===== src/rtl/load_align_pkg.sv =====
package load_align_pkg;
  localparam logic [1:0] SZ_BYTE = 2'b00;
  localparam logic [1:0] SZ_HALF = 2'b01;
  localparam logic [1:0] SZ_WORD = 2'b10;
endpackage


===== src/rtl/la_addr_gen.sv =====
module la_addr_gen
  import load_align_pkg::*;
#(
  parameter int AW     = 32,
  parameter int DISP_W = 16
) (
  input  logic [AW-1:0]     base_i,
  input  logic [DISP_W-1:0] disp_i,
  input  logic [1:0]        size_i,
  input  logic              port_i,
  output logic [AW-1:0]     addr_o,
  output logic [1:0]        size_o
);
  logic [AW-1:0] disp_ext;
  logic [AW-1:0] sum;
  logic [AW-1:0] mask;

  assign disp_ext = {{(AW-DISP_W){disp_i[DISP_W-1]}}, disp_i};
  assign sum      = base_i + disp_ext;

  // port input always rides the word path
  always_comb begin
    if (port_i || size_i[1]) size_o = SZ_WORD;
    else                     size_o = size_i;
  end

  always_comb begin
    mask = '1;
    case (size_o)
      SZ_HALF: mask[0]   = 1'b0;
      SZ_WORD: mask[1:0] = 2'b00;
      default: ;
    endcase
  end

  assign addr_o = sum & mask;
endmodule


===== src/rtl/la_lane_extract.sv =====
module la_lane_extract
  import load_align_pkg::*;
#(
  parameter int DW = 32,
  localparam int NB = DW / 8,
  localparam int NH = DW / 16,
  localparam int LW = $clog2(NB)
) (
  input  logic [1:0]    size_i,
  input  logic [LW-1:0] lane_i,
  input  logic [DW-1:0] rdata_i,
  output logic [DW-1:0] data_o
);
  logic [7:0]  bytes [NB];
  logic [15:0] halves[NH];

  for (genvar b = 0; b < NB; b++) begin : g_byte
    assign bytes[b] = rdata_i[8*b +: 8];
  end
  for (genvar h = 0; h < NH; h++) begin : g_half
    assign halves[h] = rdata_i[16*h +: 16];
  end

  logic [7:0]  sel_b;
  logic [15:0] sel_h;
  assign sel_b = bytes[lane_i];
  assign sel_h = halves[lane_i[LW-1:1]];

  always_comb begin
    case (size_i)
      SZ_BYTE: data_o = {{(DW-8){sel_b[7]}}, sel_b};
      SZ_HALF: data_o = {{(DW-16){sel_h[15]}}, sel_h};
      default: data_o = rdata_i;
    endcase
  end
endmodule


===== src/rtl/la_req_ctrl.sv =====
module la_req_ctrl (
  input  logic clk_i,
  input  logic rst_ni,
  input  logic start_i,
  input  logic rsp_valid_i,
  output logic accept_o,
  output logic done_o,
  output logic req_o,
  output logic wb_valid_o
);
  logic req_q, wb_q;

  assign accept_o = start_i & ~req_q;
  assign done_o   = rsp_valid_i & req_q;

  always_ff @(posedge clk_i or negedge rst_ni) begin
    if (!rst_ni) begin
      req_q <= 1'b0;
      wb_q  <= 1'b0;
    end else begin
      wb_q <= done_o;
      if (accept_o)    req_q <= 1'b1;
      else if (done_o) req_q <= 1'b0;
    end
  end

  assign req_o      = req_q;
  assign wb_valid_o = wb_q;
endmodule


===== src/rtl/load_aligner.sv =====
module load_aligner
  import load_align_pkg::*;
#(
  parameter int AW     = 32,
  parameter int DW     = 32,
  parameter int DISP_W = 16,
  localparam int LW    = $clog2(DW / 8)
) (
  input  logic              clk_i,
  input  logic              rst_ni,
  input  logic              start_i,
  input  logic [AW-1:0]     base_i,
  input  logic [DISP_W-1:0] disp_i,
  input  logic [1:0]        size_i,
  input  logic              port_sel_i,
  input  logic              rsp_valid_i,
  input  logic [DW-1:0]     rdata_i,
  output logic              req_o,
  output logic [AW-1:0]     addr_o,
  output logic              port_o,
  output logic              wb_valid_o,
  output logic [DW-1:0]     wb_data_o
);
  logic          accept, done;
  logic [AW-1:0] addr_n;
  logic [1:0]    size_n;
  logic [DW-1:0] ext_data;

  logic [AW-1:0] addr_q;
  logic          port_q;
  logic [LW-1:0] lane_q;
  logic [1:0]    size_q;
  logic [DW-1:0] wb_q;

  la_req_ctrl u_ctrl (
    .clk_i       (clk_i),
    .rst_ni      (rst_ni),
    .start_i     (start_i),
    .rsp_valid_i (rsp_valid_i),
    .accept_o    (accept),
    .done_o      (done),
    .req_o       (req_o),
    .wb_valid_o  (wb_valid_o)
  );

  la_addr_gen #(.AW(AW), .DISP_W(DISP_W)) u_addr (
    .base_i (base_i),
    .disp_i (disp_i),
    .size_i (size_i),
    .port_i (port_sel_i),
    .addr_o (addr_n),
    .size_o (size_n)
  );

  la_lane_extract #(.DW(DW)) u_ext (
    .size_i  (size_q),
    .lane_i  (lane_q),
    .rdata_i (rdata_i),
    .data_o  (ext_data)
  );

  // lane and size held from request until response
  always_ff @(posedge clk_i or negedge rst_ni) begin
    if (!rst_ni) begin
      addr_q <= '0;
      port_q <= 1'b0;
      lane_q <= '0;
      size_q <= SZ_WORD;
      wb_q   <= '0;
    end else begin
      if (accept) begin
        addr_q <= addr_n;
        port_q <= port_sel_i;
        lane_q <= addr_n[LW-1:0];
        size_q <= size_n;
      end
      if (done) wb_q <= ext_data;
    end
  end

  assign addr_o    = addr_q;
  assign port_o    = port_q;
  assign wb_data_o = wb_q;
endmodule


===== config.mk =====
export PLATFORM = sky130hd
export DESIGN_NAME = load_aligner
export DESIGN_NICKNAME = d
export VERILOG_FILES = /design/src/rtl/load_align_pkg.sv /design/src/rtl/la_addr_gen.sv /design/src/rtl/la_lane_extract.sv /design/src/rtl/la_req_ctrl.sv /design/src/rtl/load_aligner.sv
export SDC_FILE = /design/constraint.sdc
export NUM_CORES = 1
export LEC_CHECK = 0
export BUFFER_PORTS_ARGS = -buffer_cell sky130_fd_sc_hd__buf_2
export CAP_MARGIN = 40
export CORE_UTILIZATION = 57
export DETAILED_ROUTE_END_ITERATION = 10
export GPL_TIMING_DRIVEN = 1
export PLACE_DENSITY = 0.87
export SLEW_MARGIN = 5
export SYNTH_ARGS = -nofsm -noshare
export SYNTH_HDL_FRONTEND = slang
export SYNTH_HIERARCHICAL = 1
export SYNTH_SLANG_ARGS = --single-unit

===== constraint.sdc =====
create_clock -name clk_i -period 3.2 [get_ports clk_i]
set_input_delay 0.64 -clock clk_i [delete_from_list [all_inputs] [get_ports clk_i]]
set_output_delay 0.64 -clock clk_i [all_outputs]
set_load 0.02 [all_outputs]

==> results.txt, run 1 <==
The run finished with clean final reports. The number of enable flip-flop cells after synthesis is 0. The total power divided by cell area was 638.3 nW/µm²; the highest net fanout along the worst path was 5. When the netlist entered floorplanning its net count stood at 620. The peak clock frequency supported by timing is 335.2 MHz, and the post-route minimum period is 2.983 ns.

The run gives 9 as the number of CTS-inserted buffers. The floorplan step defined a die boundary enclosing 9724 µm². The number of gates resized after CTS was 0.

For the worst setup path, the data required time is 3.49 ns. Synthesis inferred 69 register bits. The share of total power in sequential cells was 34.8%. The run gives 69 as the number of clock sinks.

The first global-routing pass estimated 22,710 µm of wire. The tools report the number of global-route vias before repair as 4,723. In this run the core area contains 34 standard-cell rows. The tools report the destination of the worst register-to-register timing path as wb_data_o[1]. Per report_power, the combinational group accounts for 49.4% of the total.

After global routing the overflow that remains totals 0. The tools report the register-to-register path setup slack as 0.79 ns. The tools report the number of cells in the design after placement as 769.

The die is 98.61 µm tall. The clock latency of the later-clocked register in the worst-skew pair was 0.35 ns; the count of buffers from port buffering was 153. The first routing iteration left 301 violations. TritonCTS built the clock tree. The commonest non-fill, non-tap cell in the layout is buf_2. The floorplan step set the die width to 98.61 µm. The tools report the synthesized instance count as 500. For the pin with the worst max-slew slack, the measured transition is 0.7719 ns. Final RePlAce weighted congestion: 0.9650.

The clock input transition at the sequential cells of the worst setup and hold paths is 0.08 ns, and the area of the mapped netlist is 5320 µm². Global routing used 29.75% of the available tracks across all layers. Per report_power, the clock group accounts for 15.7% of the total.

On the final layout, the worst clock skew is 0.01049 ns. Setup violations remaining at the end of the flow were counted as 0. The floorplan step defined a core boundary enclosing 8891 µm². Peak ir drop on the vdd network: 0.0002911 V.

The reg-to-reg critical path startpoint was addr_o[1]. The run gives 632 as the layout filler cell count. The tools report the number of antenna violations at the first check in global routing as 0. The critical path in this run is classified as primary input to flop. The share of synthesized registers carrying an async set or reset was 100.0%; the switching power share of the total was 40.30%. For the count of endpoints failing hold in the final timing report, the log shows 0. After synthesis, the mean cell area works out to 10.64 µm². The logs give 32.48% for the sequential area share after synthesis and 6 for the warning count from the yosys run. The first-pass iteration count of the detailed router was 4.

The number of nets at the end of the flow is 792. The worst register-to-register path has a depth of 4. The worst setup path is captured at a flop.

Summed over all cells, the static leakage comes to 3.242 nW. The layout cell share with drive strength beyond 1 is 43.57%, and the switching power is 1.659 mW. The filler-free cell count of the finished design came out at 785. Hold repair after CTS inserted 0 buffers. The number of buffers between clock root and the deepest sink was 2.

The final clock period utilization by the worst path was 93.23%; the average wire length per cell after detail routing was 17.99 µm. For the distinct cell type count of the synthesized netlist, the log shows 65. The tools report the largest net degree at the start of global routing as 38. The min-delay analysis places its worst path in the category primary input to asynchronous set/reset pin.

For the post-CTS setup buffer count, the log shows 0. Leaving out fill and tap cells, the most frequent cells in the layout are buf_2 (153), dfrtp_1 (68), mux2_4 (61). The initial utilization of the core area, before any placement, comes to 59.84%. The number of antenna diodes in the final layout is 0. In this run the clock root is driven by a clkbuf_8.

Using the TritonRoute via totals, the vias-per-cell ratio works out to 6.056. I/O pin count: 154. Setup repair after global routing left no endpoint under its margin.

The critical path arrival is 3.28 ns. The design internal power came out at 2.458 mW. The run gives 0 as the post-route antenna net violation count.

The most frequently used flop master after synthesis is dfrtp_1. The deepest level of the CTS H-tree is 3. The number of max-cap violations is 0, and the remaining design rule violation count is 0. Summed over all layers, the routed wires come to 14,120 µm. Summed over all nets, the half-perimeter wirelength after detailed placement is 10,760 µm. The utilization of the core after routing is 72.56%, and the worst max-slew margin expressed relative to the limit is 48.54%. Detailed routing inserted a total of 4,754 vias. The overall power after layout was 4.118 mW; the area growth from synthesis to final layout was 21.26%.

The total count of max-transition violations in the final report is 0. STA classifies the critical path startpoint as a primary input.
synthesized netlist by cell type (all sizes together) (8+ instances only):
| cell type | n | area share, % |
|---|---|---|
| clkbuf | 10 | 0.71 |
| nor2 | 17 | 1.2 |
| dfrtp | 68 | 32 |
| a21o | 28 | 4.0 |
| buf | 15 | 3.3 |
| inv | 21 | 1.5 |
| mux2 | 70 | 19 |
| ha | 32 | 7.5 |
| o21ai | 23 | 2.2 |
| nand2 | 26 | 1.9 |
| xor2 | 8 | 1.3 |
| mux2i | 8 | 1.5 |
| xnor2 | 19 | 3.1 |
| a21oi | 33 | 3.2 |
| nand3 | 20 | 1.9 |
how the worst max path moves through the flow:
stage | startpoint | end | slack [ns] | cells past startpoint
5_1_grt | disp_i[0] | addr_o[26] | 0.08 | 11
3_3_place_gp | base_i[0] | addr_o[26] | -0.004 | 11
4_1_cts | base_i[4] | addr_o[29] | 0.29 | 9
2_1_floorplan | base_i[16] | addr_o[29] | 0.08 | 9
6_report | base_i[0] | addr_o[26] | 0.22 | 11
3_5_place_dp | base_i[4] | addr_o[29] | -0.08 | 9
area by class of cell:
cell class	instances	area, µm²	area share, %
multi-input combinational	385	3308	51.28
sequential	69	1728	26.78
timing repair buffer	186	1026	15.90
tap	108	135.1	2.095
clock buffer	9	123.9	1.920
inverter	21	78.83	1.222
clock inverter	7	51.30	0.7952
per-layer routing:
layer  track usage, %  up-vias  wire (µm)
met5                0        -          0
met4            10.79        0        346
met3            6.099       32        939
met2            54.01      244       7212
met1            34.70     2271       5625
li1                 -     2207          -
logic make-up after synthesis:
| kind of cell | share of synthesized area [%] |
|---|---|
| and+or+nand+nor | 10.87 |
| DFF | 32.48 |
| muxes | 20.63 |
| adders and majority gates | 7.902 |
| buffers and inverters | 5.480 |
| AOI/OAI and AO/OA | 18.20 |
| xor gates and xnor gates | 4.445 |
state kept, by name (all words and copies together) (netlist names):
register	cells
port_o	1
u_ctrl/wb_valid_o	1
u_ctrl/req_o	1
addr_o	32
size_q	2
wb_data_o	32
through the flow:
stage	worst slack, ns	setup TNS, ns	cell area, µm²	hold WS [ns]
finish	0.2166	0	6451	0.3550
global route	0.08340	0	6451	0.3993
CTS	0.2941	0	6450	0.3695
detailed placement	-0.08043	-0.1600	6275	0.4887
global placement	-0.004382	-0.004382	6275	0.4861
floorplan	0.08465	0	5320	0.3444
critical path, stage by stage:
cell and delay, ns:
buf_2 0.08, ha_1 0.19, inv_1 0.07, fa_1 0.40
nor2b_1 0.18, o2111ai_1 0.24, a311oi_1 0.43, nor2_1 0.18
and3_1 0.20, a2111oi_0 0.44, mux2_4 0.23
power groups by stage:
| stage | Clock, mW | Combinational [mW] | Sequential [mW] |
|---|---|---|---|
| 2_1_floorplan | 0 | 1.03 | 1.79 |
| 3_3_place_gp | 0 | 1.98 | 1.42 |
| 3_5_place_dp | 0 | 2.02 | 1.44 |
| 4_1_cts | 0.669 | 2.03 | 1.43 |
| 5_1_grt | 0.709 | 2.16 | 1.47 |
| 6_report | 0.648 | 2.04 | 1.43 |
(Power assumes the default switching activity.)
==> run 2, diff against run 1 <==
==> constraint.sdc (replaced) <==
create_clock -name clk_i -period 3.5 [get_ports clk_i]
set_input_delay 0.7 -clock clk_i [delete_from_list [all_inputs] [get_ports clk_i]]
set_output_delay 0.7 -clock clk_i [all_outputs]
set_load 0.02 [all_outputs]
==> run 2 against run 1 <==
Against the previous run:
- non-clock buffer count fell by 22
- combinational power fell by 11%
- final cell count fell by 2.9%
- die area did not move
- clock power rose by 11%
- sequential share of layout area rose by 0.55 points
- routed wire length fell by 2.6%
- sequential cell count did not move
- via count fell by 3.2%
- clock-buffer cell count did not move
- core utilization fell by 1.4 points
- register-to-register slack improved by 0.38 ns
- critical path type unchanged
- critical endpoint is now addr_o[29]
==> results.txt, run 2 (synthesized netlist as in run 1, its figures left out) <==
Worst-margin pin slew: 0.8706 ns (+0.09865 ns). The number of global-route vias before repair is 4,504 (-4.6%), and the I/O pin count is 154 (unchanged). The proportion of power drawn by the clock network came out at 18.7% (+3.0 points). The via density per instance came out at 6.039 (-0.28%). The run gives 47.2% (-2.2 points) as the combinational share of power. The total of cells resized after clock tree synthesis came out at 0 (unchanged).

For the number of nets at the end of the flow, the log shows 770 (-2.8%). The met2 track demand over resource in global routing came out at 50.54% (-3.5 points). For the post-CTS setup buffer count, the log shows 0 (unchanged). Share of total power in sequential cells: 34.1% (-0.7 points). Number of clock sinks: 69 (unchanged). The number of antenna violations at the first check in global routing was 0 (unchanged). The final RePlAce weighted congestion is 0.9341 (-3.2%), and the peak clock frequency supported by timing is 334.8 MHz. Setup repair after global routing left no endpoint under its margin.

The number of max-cap violations is 0 (unchanged). The run gives 0 (unchanged) as the post-route antenna net violation count. The run gives 0 (unchanged) as the count of hold buffers inserted by post-cts repair. The library cells used most frequently in the layout, excluding fill and tap cells, are buf_2 (153), dfrtp_1 (68), mux2_4 (61). For the critical path arrival, the log shows 3.23 ns (-0.05 ns). The layout cell share with drive strength beyond 1 came out at 41.59% (-2.0 points). Wire length of the first global-routing pass: 21,890 µm (-3.6%).

Clock latency of the later-clocked register in the worst-skew pair: 0.36 ns (about the same). The count of buffers from port buffering was 153 (unchanged); the tightest hold margin was 0.3616 ns (+0.006540 ns). The run gives 0 (unchanged) as the count of endpoints failing setup in the final report. Standard cell core area: 8891 µm² (unchanged). The chip width came out at 98.61 µm (unchanged). The final wirelength was 13,750 µm (-2.6%). The area growth from synthesis to final layout works out to 18.84%. The tools report the leakage power as 3.152 nW (-2.8%). Global routing's busiest layer: met2.

The tools report the overflow left after global routing as 0 (unchanged). Largest net degree at the start of global routing: 38 (unchanged). The run gives 40.46% (-8.1 points) as the worst max-slew margin expressed relative to the limit. The worst setup path is launched from a primary input. The tools report the maximum clock skew at final layout as 0.009442 ns (-0.001043 ns).

The peak ir drop on the vdd network is 0.0002932 V (+0.74%), and the initial core utilization is 59.84% (unchanged). Remaining design rule violation count: 0 (unchanged). Floorplan die height: 98.61 µm (unchanged). The run gives 3.75 ns (+0.26 ns) as the data required time of the critical path. Global routing usage on met3: 4.752% (-1.3 points).

The path type of the worst min-delay path was primary input to asynchronous set/reset pin. The setup path with the least slack is of type primary input to flop. TritonCTS built the clock tree.

The total power divided by cell area was 610.0 nW/µm² (-4.4%). The clock input transition at the sequential cells of the worst setup and hold paths came out at 0.08 ns (about the same). The worst setup path is captured at a flop. For the total count of max-transition violations in the final report, the log shows 0 (unchanged). Switching power: 1.497 mW (-9.8%). The detailed placer's ending HPWL was 10,450 µm (-2.8%). Clock tree synthesis selected as its root buffer the cell clkbuf_8. The layout filler cell count is 645 (+2.1%). The vias after detailed routing was 4,602 (-3.2%); the total global-route track usage was 28.42% (-1.3 points).

The final clock period utilization by the worst path was 85.33%; the number of CTS-inserted buffers was 9 (unchanged). The deepest level of the CTS H-tree was 3 (unchanged). The run gives 2.359 mW (-4.0%) as the design internal power. The logs give 34 (unchanged) for the floorplan row count and 0 (unchanged) for the count of endpoints failing hold in the final timing report. The post-route minimum period is 2.986 ns.

The final-layout setup total negative slack is 0 ns (unchanged), and the highest net fanout along the worst path is 5 (unchanged). The library cell used most frequently in the layout, excluding fill and tap cells, is buf_2. The number of DRC violations after detailed-routing iteration 0 is 223 (-26%). The run gives 2 (unchanged) as the number of buffers between clock root and the deepest sink.

The flow ran to the end, and the final reports show no timing, DRC or antenna violations. The met1 track utilization from global routing is 34.08% (-0.62 points). The switching power share of the total is 38.83% (-1.5 points), and the final antenna diode count is 0 (unchanged).

The tools report the first-pass iteration count of the detailed router as 5 (+1). The average wire length per cell after detail routing is 18.05 µm (+0.32%), and the overall die area is 9724 µm² (unchanged).
-- run 2: through the flow --
step / power, mW / util (%) / setup WS (ns) / area [µm²] / cells
after floorplan: 2.576 / - / 0.3247 / 5320 / 500
after global placement: 3.080 / 68.49 / 0.2230 / 6090 / 746
after global routing: 4.036 / 71.11 / 0.3739 / 6322 / 762
final: 3.856 / 71.11 / 0.5135 / 6322 / 762
after detailed placement: 3.131 / 68.72 / 0.1594 / 6110 / 747
after CTS: 3.869 / 71.11 / 0.5408 / 6322 / 762
-- run 2: area by class of cell --
type	instances	area, µm²	area share (%)
flip-flops and latches	69	1728	27.33
clock inverters	6	88.84	1.405
clock buffers	9	123.9	1.959
repair buffers	164	860.8	13.62
multi-input cells	385	3307	52.31
inverters	21	78.83	1.247
well taps	108	135.1	2.137
-- run 2: critical path, stage by stage --
cell       delay [ns]
buf_2            0.10
ha_1             0.36
o211ai_1         0.15
o211ai_1         0.27
a41oi_1          0.20
a2111oi_0        0.84
o211ai_1         0.15
and4_1           0.21
mux2_2           0.25
-- run 2: worst paths after layout --
path,cells after the start,end,slack [ns],startpoint
worst max register to register,4,wb_data_o[1],1.17,addr_o[1]
worst min-delay path,2,wb_data_o[21],0.36,rst_ni
worst max-delay path,9,addr_o[29],0.51,base_i[4]
worst min register to register,1,port_o,0.50,port_o
min in group clk_i,1,port_o,0.50,port_o
max in group asynchronous,3,addr_o[26],2.58,rst_ni
-- run 2: power by group through the flow --
| stage | sequential (mW) | clock, mW | combinational, mW |
|---|---|---|---|
| detailed placement | 1.32 | 0 | 1.81 |
| global placement | 1.30 | 0 | 1.78 |
| global route | 1.35 | 0.758 | 1.93 |
| CTS | 1.31 | 0.738 | 1.82 |
| floorplan | 1.64 | 0 | 0.939 |
| finish | 1.32 | 0.721 | 1.82 |
-- run 2: per-layer routing --
| layer | part of all wire, % | vias to the layer above |
|---|---|---|
| met5 | 0 | - |
| met1 | 42 | 2182 |
| met4 | 2.8 | 0 |
| met2 | 50 | 226 |
| li1 | - | 2161 |
| met3 | 5.9 | 33 |
